## src/rtl/tmf_pkg.sv

```systemverilog
// Package: shared constants, the per-mode configuration record and the mode decoder.
// Assumes the largest round holds fewer than 2**CNT_W readings.
package tmf_pkg;
    localparam int CNT_W = 5;
    localparam int SHF_W = 3;

    typedef struct packed {
        logic [CNT_W-1:0] n;     // readings per round
        logic             trim;  // drop one max and one min
        logic [SHF_W-1:0] shift; // log2 of the divisor
    } tmf_cfg_t;

    // Map a mode code onto round size, trimming and shift; unused codes fall back to mode 0.
    function automatic tmf_cfg_t tmf_decode(input logic [2:0] m);
        tmf_cfg_t c;
        case (m)
            3'd1:    c = '{n: 5'd2,  trim: 1'b0, shift: 3'd1};
            3'd2:    c = '{n: 5'd4,  trim: 1'b1, shift: 3'd1};
            3'd3:    c = '{n: 5'd6,  trim: 1'b1, shift: 3'd2};
            3'd4:    c = '{n: 5'd10, trim: 1'b1, shift: 3'd3};
            3'd5:    c = '{n: 5'd18, trim: 1'b1, shift: 3'd4};
            default: c = '{n: 5'd1,  trim: 1'b0, shift: 3'd0};
        endcase
        return c;
    endfunction
endpackage

```

## src/rtl/tmf_mode_reg.sv

```systemverilog
// Mode register: decodes mode_i and holds the resulting round configuration.
// The configuration is loaded only by start_i; reset clears it to all zero.
module tmf_mode_reg
    import tmf_pkg::*;
(
    input  logic     clk,
    input  logic     rst_n,
    input  logic     start_i,
    input  logic [2:0] mode_i,
    output tmf_cfg_t cfg_o
);
    tmf_cfg_t cfg_q;

    // Load the decoded configuration on each start strobe.
    always_ff @(posedge clk) begin
        if (!rst_n)       cfg_q <= '0;
        else if (start_i) cfg_q <= tmf_decode(mode_i);
    end

    assign cfg_o = cfg_q;


    legal_count_chk: assert property (@(posedge clk) disable iff (!rst_n)
        start_i |=> (cfg_q.n == 5'd1 || cfg_q.n == 5'd2 || cfg_q.n == 5'd4 ||
                     cfg_q.n == 5'd6 || cfg_q.n == 5'd10 || cfg_q.n == 5'd18));
endmodule

```

## src/rtl/tmf_accum.sv

```systemverilog
// Accumulator: counts the readings of an open round and keeps a running sum, max and min.
// It exposes the values as they will be after the current reading, and flags the
// reading that closes the round. Assumes n_i is stable and nonzero while a round is open.
module tmf_accum
    import tmf_pkg::*;
#(
    parameter int RAW_W = 16,
    localparam int SUM_W = RAW_W + CNT_W
)(
    input  logic             clk,
    input  logic             rst_n,
    input  logic             start_i,
    input  logic [CNT_W-1:0] n_i,
    input  logic             smp_valid_i,
    input  logic [RAW_W-1:0] smp_i,
    output logic             last_o,
    output logic [SUM_W-1:0] sum_nxt_o,
    output logic [RAW_W-1:0] max_nxt_o,
    output logic [RAW_W-1:0] min_nxt_o
);
    logic             open_q;
    logic [CNT_W-1:0] cnt_q;
    logic [SUM_W-1:0] sum_q;
    logic [RAW_W-1:0] max_q, min_q;
    logic             take;

    // Accept a reading only inside an open round and never in a start cycle.
    assign take = smp_valid_i && open_q && !start_i;
    assign last_o = take && (cnt_q == n_i - 5'd1);

    // Combine the current reading with the running statistics.
    always_comb begin
        sum_nxt_o = sum_q + SUM_W'(smp_i);
        max_nxt_o = (smp_i > max_q) ? smp_i : max_q;
        min_nxt_o = (smp_i < min_q) ? smp_i : min_q;
    end

    // Open, advance and close rounds.
    always_ff @(posedge clk) begin
        if (!rst_n) begin
            open_q <= 1'b0;
            cnt_q  <= '0;
            sum_q  <= '0;
            max_q  <= '0;
            min_q  <= '1;
        end else if (start_i) begin
            open_q <= 1'b1;
            cnt_q  <= '0;
            sum_q  <= '0;
            max_q  <= '0;
            min_q  <= '1;
        end else if (take) begin
            cnt_q  <= cnt_q + 5'd1;
            sum_q  <= sum_nxt_o;
            max_q  <= max_nxt_o;
            min_q  <= min_nxt_o;
            if (last_o) open_q <= 1'b0;
        end
    end


    cnt_bound_chk: assert property (@(posedge clk) disable iff (!rst_n)
        open_q |-> (cnt_q < n_i));


    min_le_max_chk: assert property (@(posedge clk) disable iff (!rst_n)
        (cnt_q != '0) |-> (min_q <= max_q));


    idle_hold_chk: assert property (@(posedge clk) disable iff (!rst_n)
        (!open_q && !start_i) |=> $stable(sum_q));
endmodule

```

## src/rtl/tmf_reduce.sv

```systemverilog
// Reducer: removes the extremes when trimming is on and divides by a power of two.
// Purely combinational; assumes sum >= max + min whenever trim_i is set.
module tmf_reduce
    import tmf_pkg::*;
#(
    parameter int RAW_W = 16,
    localparam int SUM_W = RAW_W + CNT_W
)(
    input  logic [SUM_W-1:0] sum_i,
    input  logic [RAW_W-1:0] max_i,
    input  logic [RAW_W-1:0] min_i,
    input  logic             trim_i,
    input  logic [SHF_W-1:0] shift_i,
    output logic [RAW_W-1:0] value_o
);
    logic [SUM_W-1:0] kept;
    logic [SUM_W-1:0] scaled;
    logic             unused_hi;

    // Subtract one max and one min, then shift by log2 of the kept count.
    always_comb begin
        kept   = trim_i ? (sum_i - SUM_W'(max_i) - SUM_W'(min_i)) : sum_i;
        scaled = kept >> shift_i;
    end

    assign value_o   = scaled[RAW_W-1:0];
    assign unused_hi = ^scaled[SUM_W-1:RAW_W];
endmodule

```

## src/rtl/trimmed_mean_filter.sv

```systemverilog
// Trimmed-mean filter top: masks raw readings, runs one round per start strobe
// and registers one result per round. Assumes IN_W >= RAW_W.
module trimmed_mean_filter
    import tmf_pkg::*;
#(
    parameter int RAW_W = 16,
    parameter int IN_W  = 24,
    localparam int SUM_W = RAW_W + CNT_W
)(
    input  logic             clk,
    input  logic             rst_n,
    input  logic             start_i,
    input  logic [2:0]       mode_i,
    input  logic             smp_valid_i,
    input  logic [IN_W-1:0]  smp_raw_i,
    output logic [CNT_W-1:0] req_count_o,
    output logic             res_valid_o,
    output logic [RAW_W-1:0] res_value_o
);
    tmf_cfg_t         cfg;
    logic [RAW_W-1:0] smp;
    logic             last;
    logic [SUM_W-1:0] sum_nxt;
    logic [RAW_W-1:0] max_nxt, min_nxt, value;
    logic             res_valid_q;
    logic [RAW_W-1:0] res_value_q;

    // Keep only the measurement field of the raw word.
    assign smp = smp_raw_i[RAW_W-1:0];
    generate
        if (IN_W > RAW_W) begin : g_drop
            logic unused_bits;
            assign unused_bits = ^smp_raw_i[IN_W-1:RAW_W];
        end
    endgenerate

    tmf_mode_reg u_mode (
        .clk(clk), .rst_n(rst_n), .start_i(start_i), .mode_i(mode_i), .cfg_o(cfg)
    );

    tmf_accum #(.RAW_W(RAW_W)) u_acc (
        .clk(clk), .rst_n(rst_n), .start_i(start_i), .n_i(cfg.n),
        .smp_valid_i(smp_valid_i), .smp_i(smp), .last_o(last),
        .sum_nxt_o(sum_nxt), .max_nxt_o(max_nxt), .min_nxt_o(min_nxt)
    );

    tmf_reduce #(.RAW_W(RAW_W)) u_red (
        .sum_i(sum_nxt), .max_i(max_nxt), .min_i(min_nxt),
        .trim_i(cfg.trim), .shift_i(cfg.shift), .value_o(value)
    );

    // Capture the result on the closing reading and hold it until the next one.
    always_ff @(posedge clk) begin
        if (!rst_n) begin
            res_valid_q <= 1'b0;
            res_value_q <= '0;
        end else begin
            res_valid_q <= last;
            if (last) res_value_q <= value;
        end
    end

    assign req_count_o = cfg.n;
    assign res_valid_o = res_valid_q;
    assign res_value_o = res_value_q;


    single_pulse_chk: assert property (@(posedge clk) disable iff (!rst_n)
        res_valid_o |=> !res_valid_o);


    start_no_result_chk: assert property (@(posedge clk) disable iff (!rst_n)
        start_i |=> !res_valid_o);


    value_hold_chk: assert property (@(posedge clk) disable iff (!rst_n)
        !last |=> $stable(res_value_o));
endmodule

```

## config.mk

```make
export PLATFORM = sky130hd
export DESIGN_NAME = trimmed_mean_filter
export DESIGN_NICKNAME = d
export VERILOG_FILES = /design/src/rtl/tmf_pkg.sv /design/src/rtl/tmf_mode_reg.sv /design/src/rtl/tmf_accum.sv /design/src/rtl/tmf_reduce.sv /design/src/rtl/trimmed_mean_filter.sv
export SDC_FILE = /design/constraint.sdc
export NUM_CORES = 1
export LEC_CHECK = 0
export ABC_CLOCK_PERIOD_IN_PS = 17140
export BUFFER_PORTS_ARGS = -buffer_cell sky130_fd_sc_hd__buf_2
export CORE_ASPECT_RATIO = 0.8
export CORE_MARGIN = 2
export CORE_UTILIZATION = 40
export DETAILED_ROUTE_END_ITERATION = 16
export PLACE_DENSITY = 0.68
export SYNTH_ARGS = -nofsm -noshare
export SYNTH_HDL_FRONTEND = slang
export SYNTH_SLANG_ARGS = --single-unit
```

## constraint.sdc

```tcl
create_clock -name clk -period 17.14 [get_ports clk]
set_clock_uncertainty 0.15 [all_clocks]
set_input_delay 2.571 -clock clk [delete_from_list [all_inputs] [get_ports clk]]
set_output_delay 2.571 -clock clk [all_outputs]
set_load 0.1 [all_outputs]
```

==> flow_summary.toml <==
[run_status]
status = "finished, final reports clean"

[detailed_routing]
route.detailed.wl_per_inst_um = 16.67
total_via_count_in_the_routed_design = 7354
routed_via_density = 5.823
drc = 0
drt.antenna.violating_nets = 0
drt_iter0_markers = 630
detail_route.wirelength_um = 21060
dr.pass1.iters = 5

[final_layout]
layout.area.seq_um2 = 1682
multiInputGateArea_um2 = 5872
syn2layout_area_growth_pct = 8.423
fill_cells = 1996
fin_nets = 1109
layout-drive-gt1-share_pct = 11.41
n_antenna_cell = 0

[timing]
unrepaired_setup_endpoints_after_global_routing = "no"
setup_violations = 0
tns_ns = 0
timing.max_slew.rel_slack_pct = 12.22
achievable-frequency_mhz = 114.9
number_of_hold_violations_in_the_final_report = 0
finalCritPeriodShare_pct = 50.76
slew_violations = 0
setup_slack_of_the_critical_path_after_layout_ns = 8.439
tightestPinTransition_ns = 1.311
fin_crit_ns = 8.701

[grt]
global_route.usage.total_pct = 20.17
antenna_found_initial = 0
grt_start_max_net_pins = 58
number_of_global_route_vias_before_repair = 6719
grt-ovfl-total = 0
grt_pass1_wl_um = 34680

[critical_path]
cpMostUsedCell = "sky130_fd_sc_hd__a21o_1"
crit_chain = "buf_2 > ha_1 > a21o_1 > a21o_1 > a21o_1 > a21o_1 > a2111oi_2 > o31a_1 > o21a_1 > mux2_2 > fa_1 > inv_1 > ha_1 > a211oi_2 > o211ai_1 > and4_1 > or2_1 > a211o_1 > nor4_4 > xnor2_1 > a311o_1 > o211a_1"
critPathCaptureType = "flip-flop"
critical_path_buf_inv_count = 2
critPathLaunchType = "input port"
crit_required_ns = 17.23
cpMaxStageDelayCell = "sky130_fd_sc_hd__o21a_1"
critPathTopFamily = "compound AO/OA/AOI/OAI gates"
critPathMaxStageDelay_ns = 0.77
setup_crit_path_kind = "input port to flip-flop"
crit_fanout = 16
ff2ff_path_depth = 22
worstSetupPathDepth = 22
arrival_time_at_the_worst_endpoint_ns = 8.80

[clocking]
tritoncts = "done"
post_cts_resize_count = 0
post_cts.repair.setup_buffers = 0
clk_transition_reported_paths_ns = 0.06
cts.path.max_buffers = 2
clock-sinks = 84
cts-htree-levels = 3
worst_skew_pair.late_latency_ns = 0.36
clk_root_buffer_cell = "sky130_fd_sc_hd__clkbuf_16"
hold_buffers = 0
cts_made_buffers = 9

[logic_synthesis]
xor_xnor_cell_area_share_of_the_yosys_netlist_pct = 4.695
synthCells = 993
ys_types = 93
yosysSeqAreaShare_pct = 20.96
synth-main-ff-cell = "sky130_fd_sc_hd__dfxtp_1"
synth-compound-area-share_pct = 29.39
postSynthRegisterBits = 84
synth.area.top_cells = "sky130_fd_sc_hd__dfxtp_1, sky130_fd_sc_hd__ha_1, sky130_fd_sc_hd__a21oi_1"
synth_area_leader_cell = "sky130_fd_sc_hd__dfxtp_1"
syn_avg_cell_area_um2 = 8.078
main_combinational_cell_family_by_area_after_synthesis = "compound AO/OA/AOI/OAI gates"
yosys.area.top_type_share_pct = 20.96
synth-warning-count = 0
yosys-mux-area-fraction_pct = 6.270
postSynth.asyncResetShare_pct = 0
synth_enable_flop_cells = 0
synthAdderAreaFrac_pct = 14.54
synth_fp_nets = 1107
synth_simple_gate_area_share_pct = 18.20
syn-cell-area_um2 = 8021

[floorplanning]
floorplan.die.height_um = 130.7
core_area_um2 = 19740
fp-row-count = 46
initial_core_utilization_pct = 40.63
die_w_um = 162.3
boundaryPins = 53
floorplan.die_area_um2 = 21210

[power]
powerDensity_nw_per_um2 = 84.46
power.leakage_nw = 3.714
power.ir.vdd_worst_uv = 51.24

[worst_hold_path]
min-delay-path-class = "flip-flop to flip-flop"
worstHoldPathCells = 2

[place]
placement.io_buffers = 44
hpwlAfterDp_um = 15650
detailedPlace.worstSlack_ns = 8.109
finalWeightedCongestion = 0.8634

[flow_run]
max_cap_viols = 0
## final timing paths
path / startpoint / endpoint / slack (ns)
max reg2reg: u_acc.min_q[1]$_SDFFE_PP1P_ / res_value_o[14]$_SDFFE_PN0P_ / 10.45
max: smp_raw_i[1] / res_value_o[14]$_SDFFE_PN0P_ / 8.44
min: res_value_o[4]$_SDFFE_PN0P_ / res_value_o[4]$_SDFFE_PN0P_ / 0.30
min reg2reg: res_value_o[4]$_SDFFE_PN0P_ / res_value_o[4]$_SDFFE_PN0P_ / 0.30
## worst reg2reg max path, delay by kind of cell (launching register included)
family                   cells  cell delay [ns]
AO/OA/AOI/OAI               12             3.53
XOR/XNOR                     1             0.13
adder cells (fa/ha/maj)      3             1.09
buffers and inverters        2             0.09
flip-flops                   1             0.35
multiplexers                 1             0.44
AND/OR/NAND/NOR              3             0.78
## metal layers
metal | part of all wire, % | track usage (%)
met3 | 5.0 | 3.472
met2 | 43 | 31.21
met1 | 50 | 29.26
met4 | 1.4 | 4.997
met5 | 0 | 0
## flip-flops by register name, indices dropped and copies added, names as in the netlist
name          cells
u_acc.open_q      1
u_acc.sum_q      21
u_acc.cnt_q       5
res_value_o      16
res_valid_o       1
u_acc.min_q      16
u_mode.cfg_o      8
u_acc.max_q      16
## final cells by class
type	count	share of cell area [%]
clock buffers	11	2.676
clock inverters	4	0.8632
inverters	56	2.417
multi-input cells	790	67.52
flip-flops and latches	84	19.34
well taps	264	3.798
repair buffers	54	3.395
## synth_stat cells (12+ instances only)
cell type,number
sky130_fd_sc_hd__a21boi_0,15
sky130_fd_sc_hd__xor2_1,17
sky130_fd_sc_hd__nor3_1,24
sky130_fd_sc_hd__nand3_1,40
sky130_fd_sc_hd__a311o_1,17
sky130_fd_sc_hd__o21ai_0,46
sky130_fd_sc_hd__clkbuf_1,48
sky130_fd_sc_hd__a211oi_1,18
sky130_fd_sc_hd__dfxtp_1,84
sky130_fd_sc_hd__ha_1,66
sky130_fd_sc_hd__nor2_1,71
sky130_fd_sc_hd__mux2i_1,30
sky130_fd_sc_hd__inv_1,55
sky130_fd_sc_hd__a21oi_1,95
sky130_fd_sc_hd__fa_1,17
sky130_fd_sc_hd__xnor2_1,21
sky130_fd_sc_hd__a21o_1,33
sky130_fd_sc_hd__and2_1,12
sky130_fd_sc_hd__nand2_1,73
## cells in the final DEF (no fill, tap or decap), types with 11 or more instances in the layout
master,n
sky130_fd_sc_hd__and2_1,12
sky130_fd_sc_hd__and3_1,11
sky130_fd_sc_hd__ha_1,66
sky130_fd_sc_hd__nor3_1,24
sky130_fd_sc_hd__xor2_1,17
sky130_fd_sc_hd__mux2i_1,30
sky130_fd_sc_hd__a311o_1,17
sky130_fd_sc_hd__a21oi_1,95
sky130_fd_sc_hd__a211oi_1,18
sky130_fd_sc_hd__a21o_1,33
sky130_fd_sc_hd__nand2_1,73
sky130_fd_sc_hd__o211ai_1,11
sky130_fd_sc_hd__dfxtp_1,84
sky130_fd_sc_hd__inv_1,55
sky130_fd_sc_hd__fa_1,17
sky130_fd_sc_hd__nor2_1,71
sky130_fd_sc_hd__buf_2,44
sky130_fd_sc_hd__xnor2_1,21
sky130_fd_sc_hd__a21boi_0,15
sky130_fd_sc_hd__o21ai_0,46
sky130_fd_sc_hd__nand3_1,40
## metrics by stage
step	hold slack, ns	cells	utilization [%]	instance area (µm²)	power (mW)
6_report	0.3046	1263	44.06	8697	0.7346
5_1_grt	0.3343	1263	44.06	8697	0.7849
4_1_cts	0.3092	1263	44.06	8697	0.7349
3_5_place_dp	0.3010	1248	42.50	8389	0.5225
3_3_place_gp	0.2962	1248	42.50	8389	0.5174
2_1_floorplan	0.2900	993	-	8021	0.4539
## where the power goes
group / switching, mW / internal, mW
Sequential: 0.00483 / 0.201
Clock: 0.0833 / 0.127
Combinational: 0.192 / 0.126
## cell families after synthesis
logic type,after synthesis
buffers and inverters,119
flip-flops,84
XOR/XNOR,40
adder cells (fa/ha/maj),83
multiplexers,44
AND/OR/NAND/NOR,293
AO/OA/AOI/OAI,330
No activity file was read; power rests on OpenSTA's default activity.
